### src/rtl/pld_pkg.sv
package pld_pkg;

  typedef enum logic [1:0] {
    PD_IDLE     = 2'b00,
    PD_REF_LEAD = 2'b01,
    PD_FB_LEAD  = 2'b10
  } pd_state_e;

endpackage

### src/rtl/pld_edge_det.sv
module pld_edge_det #(
  parameter int W = 2
) (
  input  logic         clk,
  input  logic         rst_n,
  input  logic [W-1:0] sig_i,
  output logic [W-1:0] rise_o
);

  logic [W-1:0] prev_q;

  for (genvar g = 0; g < W; g++) begin : g_bit
    always_ff @(posedge clk or negedge rst_n) begin
      if (!rst_n) begin
        prev_q[g] <= 1'b0;
      end else begin
        prev_q[g] <= sig_i[g];
      end
    end

    assign rise_o[g] = sig_i[g] & ~prev_q[g];
  end

endmodule

### src/rtl/pld_pfd_core.sv
module pld_pfd_core
  import pld_pkg::*;
#(
  parameter int UNLOCK_TH = 4,
  parameter int ERR_W     = 3
) (
  input  logic             clk,
  input  logic             rst_n,
  input  logic             rise_ref_i,
  input  logic             rise_fb_i,
  input  logic             sleep_i,
  output logic             meas_valid_o,
  output logic [ERR_W-1:0] meas_err_o,
  output logic             overdue_o,
  output logic             up_raw_o,
  output logic             dn_raw_o,
  output logic [ERR_W-1:0] cnt_o
);

  localparam logic [ERR_W-1:0] CNT_MAX = ERR_W'(UNLOCK_TH);
  localparam logic [ERR_W-1:0] CNT_ONE = ERR_W'(1);

  pd_state_e        state_q, state_d;
  logic [ERR_W-1:0] cnt_q, cnt_d;
  logic             adz_q, adz_d;
  logic             cnt_en;

  // next-state process
  always_comb begin
    state_d      = state_q;
    cnt_d        = cnt_q;
    adz_d        = 1'b0;
    meas_valid_o = 1'b0;
    meas_err_o   = '0;
    unique case (state_q)
      PD_IDLE: begin
        if (rise_ref_i && rise_fb_i) begin
          meas_valid_o = 1'b1;
          adz_d        = 1'b1;
        end else if (rise_ref_i) begin
          state_d = PD_REF_LEAD;
          cnt_d   = CNT_ONE;
        end else if (rise_fb_i) begin
          state_d = PD_FB_LEAD;
          cnt_d   = CNT_ONE;
        end
      end
      PD_REF_LEAD: begin
        if (rise_fb_i) begin
          meas_valid_o = 1'b1;
          meas_err_o   = cnt_q;
          adz_d        = 1'b1;
          state_d      = PD_IDLE;
        end else if (cnt_q < CNT_MAX) begin
          cnt_d = cnt_q + CNT_ONE;
        end
      end
      PD_FB_LEAD: begin
        if (rise_ref_i) begin
          meas_valid_o = 1'b1;
          meas_err_o   = cnt_q;
          adz_d        = 1'b1;
          state_d      = PD_IDLE;
        end else if (cnt_q < CNT_MAX) begin
          cnt_d = cnt_q + CNT_ONE;
        end
      end
      default: state_d = PD_IDLE;
    endcase
    if (sleep_i) begin
      state_d      = PD_IDLE;
      cnt_d        = '0;
      adz_d        = 1'b0;
      meas_valid_o = 1'b0;
    end
  end

  assign cnt_en = sleep_i || (state_q != PD_IDLE) || rise_ref_i || rise_fb_i;

  // register process
  always_ff @(posedge clk or negedge rst_n) begin
    if (!rst_n) begin
      state_q <= PD_IDLE;
      cnt_q   <= '0;
      adz_q   <= 1'b0;
    end else begin
      state_q <= state_d;
      adz_q   <= adz_d;
      if (cnt_en) begin
        cnt_q <= cnt_d;
      end
    end
  end

  assign overdue_o = (state_q != PD_IDLE) && (cnt_q >= CNT_MAX);
  assign up_raw_o  = (state_q == PD_REF_LEAD) | adz_q;
  assign dn_raw_o  = (state_q == PD_FB_LEAD) | adz_q;
  assign cnt_o     = cnt_q;

endmodule

### src/rtl/pld_lock_det.sv
module pld_lock_det #(
  parameter int UNLOCK_TH = 4,
  parameter int LOCK_WIN  = 2,
  parameter int CONFIRM   = 3,
  parameter int ERR_W     = 3
) (
  input  logic             clk,
  input  logic             rst_n,
  input  logic             sleep_i,
  input  logic             overdue_i,
  input  logic             meas_valid_i,
  input  logic [ERR_W-1:0] meas_err_i,
  output logic             ld_o
);

  localparam int CONF_W = $clog2(CONFIRM + 1);
  localparam logic [CONF_W-1:0] CONF_MAX  = CONF_W'(CONFIRM);
  localparam logic [CONF_W-1:0] CONF_LAST = CONF_W'(CONFIRM - 1);
  localparam logic [ERR_W-1:0]  WIN_LIM   = ERR_W'(LOCK_WIN);
  localparam logic [ERR_W-1:0]  BAD_LIM   = ERR_W'(UNLOCK_TH);

  logic [CONF_W-1:0] good_q, good_d;
  logic              ld_q, ld_d;
  logic              upd_en;

  always_comb begin
    good_d = good_q;
    ld_d   = ld_q;
    if (sleep_i || overdue_i) begin
      good_d = '0;
      ld_d   = 1'b0;
    end else if (meas_valid_i) begin
      if (meas_err_i <= WIN_LIM) begin
        if (good_q < CONF_MAX) begin
          good_d = good_q + CONF_W'(1);
        end
        if (good_q >= CONF_LAST) begin
          ld_d = 1'b1;
        end
      end else if (meas_err_i >= BAD_LIM) begin
        good_d = '0;
        ld_d   = 1'b0;
      end else begin
        good_d = '0;
      end
    end
  end

  assign upd_en = sleep_i | overdue_i | meas_valid_i;

  always_ff @(posedge clk or negedge rst_n) begin
    if (!rst_n) begin
      good_q <= '0;
      ld_q   <= 1'b0;
    end else if (upd_en) begin
      good_q <= good_d;
      ld_q   <= ld_d;
    end
  end

  assign ld_o = ld_q;

endmodule

### src/rtl/pld_out_map.sv
module pld_out_map (
  input  logic fc_pol_i,
  input  logic mon_sel_i,
  input  logic sleep_i,
  input  logic up_raw_i,
  input  logic dn_raw_i,
  input  logic ref_i,
  input  logic fb_i,
  input  logic ld_i,
  output logic pump_up_o,
  output logic pump_dn_o,
  output logic pump_hiz_o,
  output logic ld_pin_o
);

  logic hi_cmd, lo_cmd, mon_sig, ld_sig;

  always_comb begin
    hi_cmd     = fc_pol_i ? up_raw_i : dn_raw_i;
    lo_cmd     = fc_pol_i ? dn_raw_i : up_raw_i;
    pump_up_o  = ~sleep_i & hi_cmd;
    pump_dn_o  = ~sleep_i & lo_cmd;
    pump_hiz_o = sleep_i | ~(up_raw_i | dn_raw_i);
    mon_sig    = fc_pol_i ? ref_i : fb_i;
    ld_sig     = sleep_i | ld_i;
    ld_pin_o   = mon_sel_i ? mon_sig : ld_sig;
  end

endmodule

### src/rtl/phase_lock_det.sv
module phase_lock_det #(
  parameter int UNLOCK_TH = 4,
  parameter int LOCK_WIN  = 2,
  parameter int CONFIRM   = 3
) (
  input  logic osc_clk,
  input  logic rst_n,
  input  logic ref_pulse_i,
  input  logic fb_pulse_i,
  input  logic fc_pol_i,
  input  logic mon_sel_i,
  input  logic sleep_i,
  output logic pump_up_o,
  output logic pump_dn_o,
  output logic pump_hiz_o,
  output logic ld_pin_o
);

  localparam int ERR_W = $clog2(UNLOCK_TH + 1);

  logic [1:0]       rise;
  logic             meas_valid;
  logic [ERR_W-1:0] meas_err;
  logic [ERR_W-1:0] cnt_q;
  logic             overdue;
  logic             up_raw, dn_raw;
  logic             ld_q;

  pld_edge_det #(.W(2)) u_edge (
    .clk   (osc_clk),
    .rst_n (rst_n),
    .sig_i ({fb_pulse_i, ref_pulse_i}),
    .rise_o(rise)
  );

  pld_pfd_core #(.UNLOCK_TH(UNLOCK_TH), .ERR_W(ERR_W)) u_core (
    .clk         (osc_clk),
    .rst_n       (rst_n),
    .rise_ref_i  (rise[0]),
    .rise_fb_i   (rise[1]),
    .sleep_i     (sleep_i),
    .meas_valid_o(meas_valid),
    .meas_err_o  (meas_err),
    .overdue_o   (overdue),
    .up_raw_o    (up_raw),
    .dn_raw_o    (dn_raw),
    .cnt_o       (cnt_q)
  );

  pld_lock_det #(
    .UNLOCK_TH(UNLOCK_TH), .LOCK_WIN(LOCK_WIN), .CONFIRM(CONFIRM), .ERR_W(ERR_W)
  ) u_lock (
    .clk         (osc_clk),
    .rst_n       (rst_n),
    .sleep_i     (sleep_i),
    .overdue_i   (overdue),
    .meas_valid_i(meas_valid),
    .meas_err_i  (meas_err),
    .ld_o        (ld_q)
  );

  pld_out_map u_out (
    .fc_pol_i  (fc_pol_i),
    .mon_sel_i (mon_sel_i),
    .sleep_i   (sleep_i),
    .up_raw_i  (up_raw),
    .dn_raw_i  (dn_raw),
    .ref_i     (ref_pulse_i),
    .fb_i      (fb_pulse_i),
    .ld_i      (ld_q),
    .pump_up_o (pump_up_o),
    .pump_dn_o (pump_dn_o),
    .pump_hiz_o(pump_hiz_o),
    .ld_pin_o  (ld_pin_o)
  );

endmodule

### config.mk
export PLATFORM = sky130hd
export DESIGN_NAME = phase_lock_det
export DESIGN_NICKNAME = d
export VERILOG_FILES = /design/src/rtl/pld_pkg.sv /design/src/rtl/pld_edge_det.sv /design/src/rtl/pld_pfd_core.sv /design/src/rtl/pld_lock_det.sv /design/src/rtl/pld_out_map.sv /design/src/rtl/phase_lock_det.sv
export SDC_FILE = /design/constraint.sdc
export NUM_CORES = 1
export LEC_CHECK = 0
export BUFFER_PORTS_ARGS = -buffer_cell sky130_fd_sc_hd__buf_2
export CORE_AREA = 2 2 54 56
export CTS_CLUSTER_DIAMETER = 120
export DETAILED_ROUTE_END_ITERATION = 10
export DIE_AREA = 0 0 56 58
export PLACE_DENSITY = 0.49
export SLEW_MARGIN = 20
export SYNTH_ARGS = -nofsm -noshare
export SYNTH_HDL_FRONTEND = slang
export SYNTH_SLANG_ARGS = --single-unit
### constraint.sdc
create_clock -name osc_clk -period 2.59 [get_ports osc_clk]
set_input_delay 0 -clock osc_clk [delete_from_list [all_inputs] [get_ports osc_clk]]
set_output_delay 0 -clock osc_clk [all_outputs]
set_load 0.1 [all_outputs]
==> tab_implementation.tex <==
\begin{tabular}{lr}
\hline
Metric & Value \\
\hline
\multicolumn{2}{l}{\textbf{Run status}} \\
\quad Run status & finished clean \\
\multicolumn{2}{l}{\textbf{Layout}} \\
\quad Layout overhead on the synthesized area & 16.9\% \\
\quad ANT cells & 0 \\
\quad Final-stage net count & around 110 \\
\quad Fraction of final layout cells with drive strength greater than 1 & between 20\% and 30\% \\
\multicolumn{2}{l}{\textbf{Clocking}} \\
\quad Clk Latency, worst-skew pair & $\sim$270 ps \\
\quad Total of cells resized after clock tree synthesis & 0 \\
\quad Max H-tree Level & 1 \\
\quad Hold Buf Count CTS & 3 \\
\quad Cell chosen for the clock root & clkbuf\_4 \\
\quad Buffer levels on the longest clock path & 2 \\
\quad Clock slew at reported path FFs & 70 ps \\
\quad Post-CTS setup-driven buffer insertion count & 0 \\
\quad Number of sinks on the clock net & 11 \\
\quad Clock tree from TritonCTS & done \\
\quad CTS buffer count & 3 \\
\multicolumn{2}{l}{\textbf{Worst setup path}} \\
\quad CP max FO & 6 \\
\quad Worst setup EP type & flip-flop \\
\quad Cell family contributing the most delay on the critical path & compound AO/OA/AOI/OAI gates \\
\quad Crit start category & flip-flop \\
\quad Buffers and inverters on the worst path & 1 \\
\quad Slowest Stage Delay on Critical Path & 400 ps \\
\quad Arrival time at the worst endpoint & 2030 ps \\
\quad Critical-path cell list & inv\_1, ha\_1, nand2\_1, o21ai\_0, a211oi\_4, a21oi\_1, a211oi\_2 \\
\quad Highest-delay cell along the critical path & dfrtp\_1 \\
\quad Worst endpoint required time & between 2000 and 3000 ps \\
\quad Class of the most critical setup path & flip-flop to flip-flop \\
\multicolumn{2}{l}{\textbf{Logic synthesis}} \\
\quad Number of distinct library cells after synthesis & 36 \\
\quad Mean area per synthesized cell & 9.66 um2 \\
\quad Synthesized flop and latch total & 11 \\
\quad Number of enable-type register cells in the synthesized netlist & 0 \\
\quad Post-synthesis sequential area ratio & 36.1\% \\
\quad Synthesized Nets & 93 \\
\quad Post-synth design cell area & 763 um2 \\
\quad Number of standard cells after synthesis & 79 \\
\quad Number of synthesis warnings & 0 \\
\quad Most frequently used flop master after synthesis & dfrtp\_1 \\
\quad FFs w/ async S/R, synth & 100\% \\
\multicolumn{2}{l}{\textbf{Pwr}} \\
\quad Part of the power in the clock network & around a fifth \\
\quad Flop pwr share & 36.3\% \\
\quad Overall power & 564 uW \\
\quad Leakage power figure & 0.414 nW \\
\quad Combinational power share & 42.5\% \\
\quad Worst-case vdd ir drop & 0.297 mV \\
\quad Internal Power & around 330 uW \\
\quad Switching fraction of total power & a little over two fifths \\
\quad Areal power density over the cells & $\sim$630 mW/mm2 \\
\quad Net load switching power & between 200 and 250 uW \\
\multicolumn{2}{l}{\textbf{Timing}} \\
\quad Setup TNS & 0 ps \\
\quad Relative slew slack & between 60\% and 70\% \\
\quad Post-layout min period & 1840 ps \\
\quad Final Cycle Share & 71.0\% \\
\quad Hold Violations, Final & 0 \\
\quad Total setup violations reported at the end of the flow & 0 \\
\quad Tightest Pin Transition & roughly 500 ps \\
\quad Max-slew violation count & 0 \\
\quad Post-route clock skew & between 0.5 and 0.6 ps \\
\quad Maximum frequency from static timing analysis & roughly 0.54 GHz \\
\quad Setup repair after global routing missed its margin & no \\
\multicolumn{2}{l}{\textbf{Die}} \\
\quad Placeable core region & approximately 0.0027 mm2 \\
\quad Ports placed on the boundary & 11 \\
\quad Starting Density & $\sim$29\% \\
\quad Site Rows & 19 \\
\quad Height of the chip & between 50 and 60 um \\
\quad DIE AREA & around 0.0032 mm2 \\
\quad Width of the chip & $\sim$56 um \\
\multicolumn{2}{l}{\textbf{Routing}} \\
\quad Number of antenna-violating nets in the routed design & 0 \\
\quad Final routed DRC violation total & 0 \\
\quad Via density & slightly below 5 \\
\quad Iter 0 DRT Violations & 30 \\
\quad Sum of routed wire length over all layers & 1460 um \\
\quad Average wire length per cell after detail routing & 11.6 um \\
\quad Total via count after detailed routing & 615 \\
\quad Iteration count of the initial detailed-routing pass & 4 \\
\multicolumn{2}{l}{\textbf{Global routing}} \\
\quad Maximum number of pins on one net before global-route repair & 12 \\
\quad Initial antenna violation count & 0 \\
\quad Vias in the first global route & 600 \\
\quad GRT Total Usage & a little over a tenth \\
\quad Total global routing overflow & 0 \\
\quad Wire length of the first global-routing pass & roughly 2700 um \\
\multicolumn{2}{l}{\textbf{Place}} \\
\quad Buffers added on ports & 10 \\
\quad GP Congestion & between 0.7 and 0.8 \\
\quad Placed wire-length estimate after detailed placement & 1120 um \\
\multicolumn{2}{l}{\textbf{Hold path}} \\
\quad Hold Path Class & input pin to flip-flop \\
\multicolumn{2}{l}{\textbf{Flow run}} \\
\quad Max-Cap Viols & 0 \\
\hline
\end{tabular}
## power groups by stage
| stage | clock, mW | sequential [mW] | combinational (mW) |
|---|---|---|---|
| final | 0.119 | 0.205 | 0.240 |
| after global routing | 0.135 | 0.207 | 0.263 |
| after CTS | 0.127 | 0.205 | 0.241 |
| after detailed placement | 0 | 0.208 | 0.236 |
| after global placement | 0 | 0.208 | 0.236 |
| after floorplan | 0 | 0.204 | 0.199 |
## stage by stage
step / utilization, % / worst slack (ps) / instances / hold WS [ps] / cell area, um2
after detailed placement: 31.4 / 776 / 118 / -109 / 836
after global placement: 31.4 / 840 / 118 / -105 / 836
after floorplan: - / 449 / 79 / -296 / 763
after global routing: 33.5 / 588 / 125 / 36.0 / 892
after CTS: 33.5 / 747 / 125 / 17.4 / 892
final: 33.5 / 751 / 125 / 27.4 / 892
## final cells by class
class                      instances  area [um2]
fill                             287        1770
multi-input combinational         60         449
sequential                        11         275
timing repair buffer              13        80.1
tap                               31        38.8
clock buffer                       4        26.3
inverter                           6        22.5
## path summary, 6_finish.rpt
check	start	to	slack [ps]	cells after the start
max in group asynchronous	rst_n	u_lock.good_q[0]	2250	2
max	u_core.state_q[0]	u_core.cnt_o[2]	750	7
min in group asynchronous	rst_n	u_core.cnt_o[0]	130	2
min	sleep_i	u_core.cnt_o[2]	30	2
min reg2reg	u_core.cnt_o[0]	u_core.cnt_o[0]	570	1
max reg2reg	u_core.state_q[0]	u_core.cnt_o[2]	750	7
## cell families after synthesis
logic type / share of synthesized area [%]
AO/OA/AOI/OAI: 22.5
buffers and inverters: 5.08
XOR/XNOR: 2.13
multiplexers: 2.79
AND/OR/NAND/NOR: 20.0
flip-flops: 36.1
adder cells (fa/ha/maj): 11.5
## routing by layer
| metal | wire length [um] | global-route usage (%) | share of wire [%] |
|---|---|---|---|
| met5 | 0 | 0 | 0 |
| met4 | 20 | 3.06 | 1.4 |
| met3 | 90 | 4.69 | 6.2 |
| met2 | 578 | 16.1 | 40 |
| met1 | 766 | 13.7 | 53 |
## worst reg2reg max path: cells and delay by family, from the launching register on
kind / cells / cell delay [ps]
buffers and inverters: 1 / 80
DFF: 1 / 400
AOI/OAI and AO/OA: 4 / 820
adders and majority gates: 1 / 350
and+or+nand+nor: 1 / 100
## cell usage after synthesis, types with 2 or more instances
cell type	instances	share of area [%]
nand2_1	5	2.5
dfrtp_1	11	36
nand2b_1	4	3.3
nand3_1	2	1.3
o22ai_1	2	1.6
inv_1	5	2.5
nor2_1	5	2.5
ha_1	7	11
nor3_1	2	1.3
or2_2	2	1.6
a21oi_1	7	4.6
nor2b_1	2	1.6
a211oi_1	2	2.0
## state kept, by name (all words and copies together) (netlist names)
| register | flops |
|---|---|
| u_core.cnt_o | 3 |
| u_core.adz_q | 1 |
| u_lock.good_q | 2 |
| u_edge.prev_q | 2 |
| u_core.state_q | 2 |
| u_lock.ld_o | 1 |
## cells in the final DEF (no fill, tap or decap), types with 3 or more instances in the layout
| master | n |
|---|---|
| a21oi_1 | 7 |
| buf_2 | 10 |
| clkbuf_4 | 3 |
| dfrtp_1 | 11 |
| dlygate4sd3_1 | 3 |
| ha_1 | 7 |
| inv_1 | 5 |
| nand2_1 | 5 |
| nand2b_1 | 4 |
| nor2_1 | 5 |
Power figures use the tool's default switching activity.
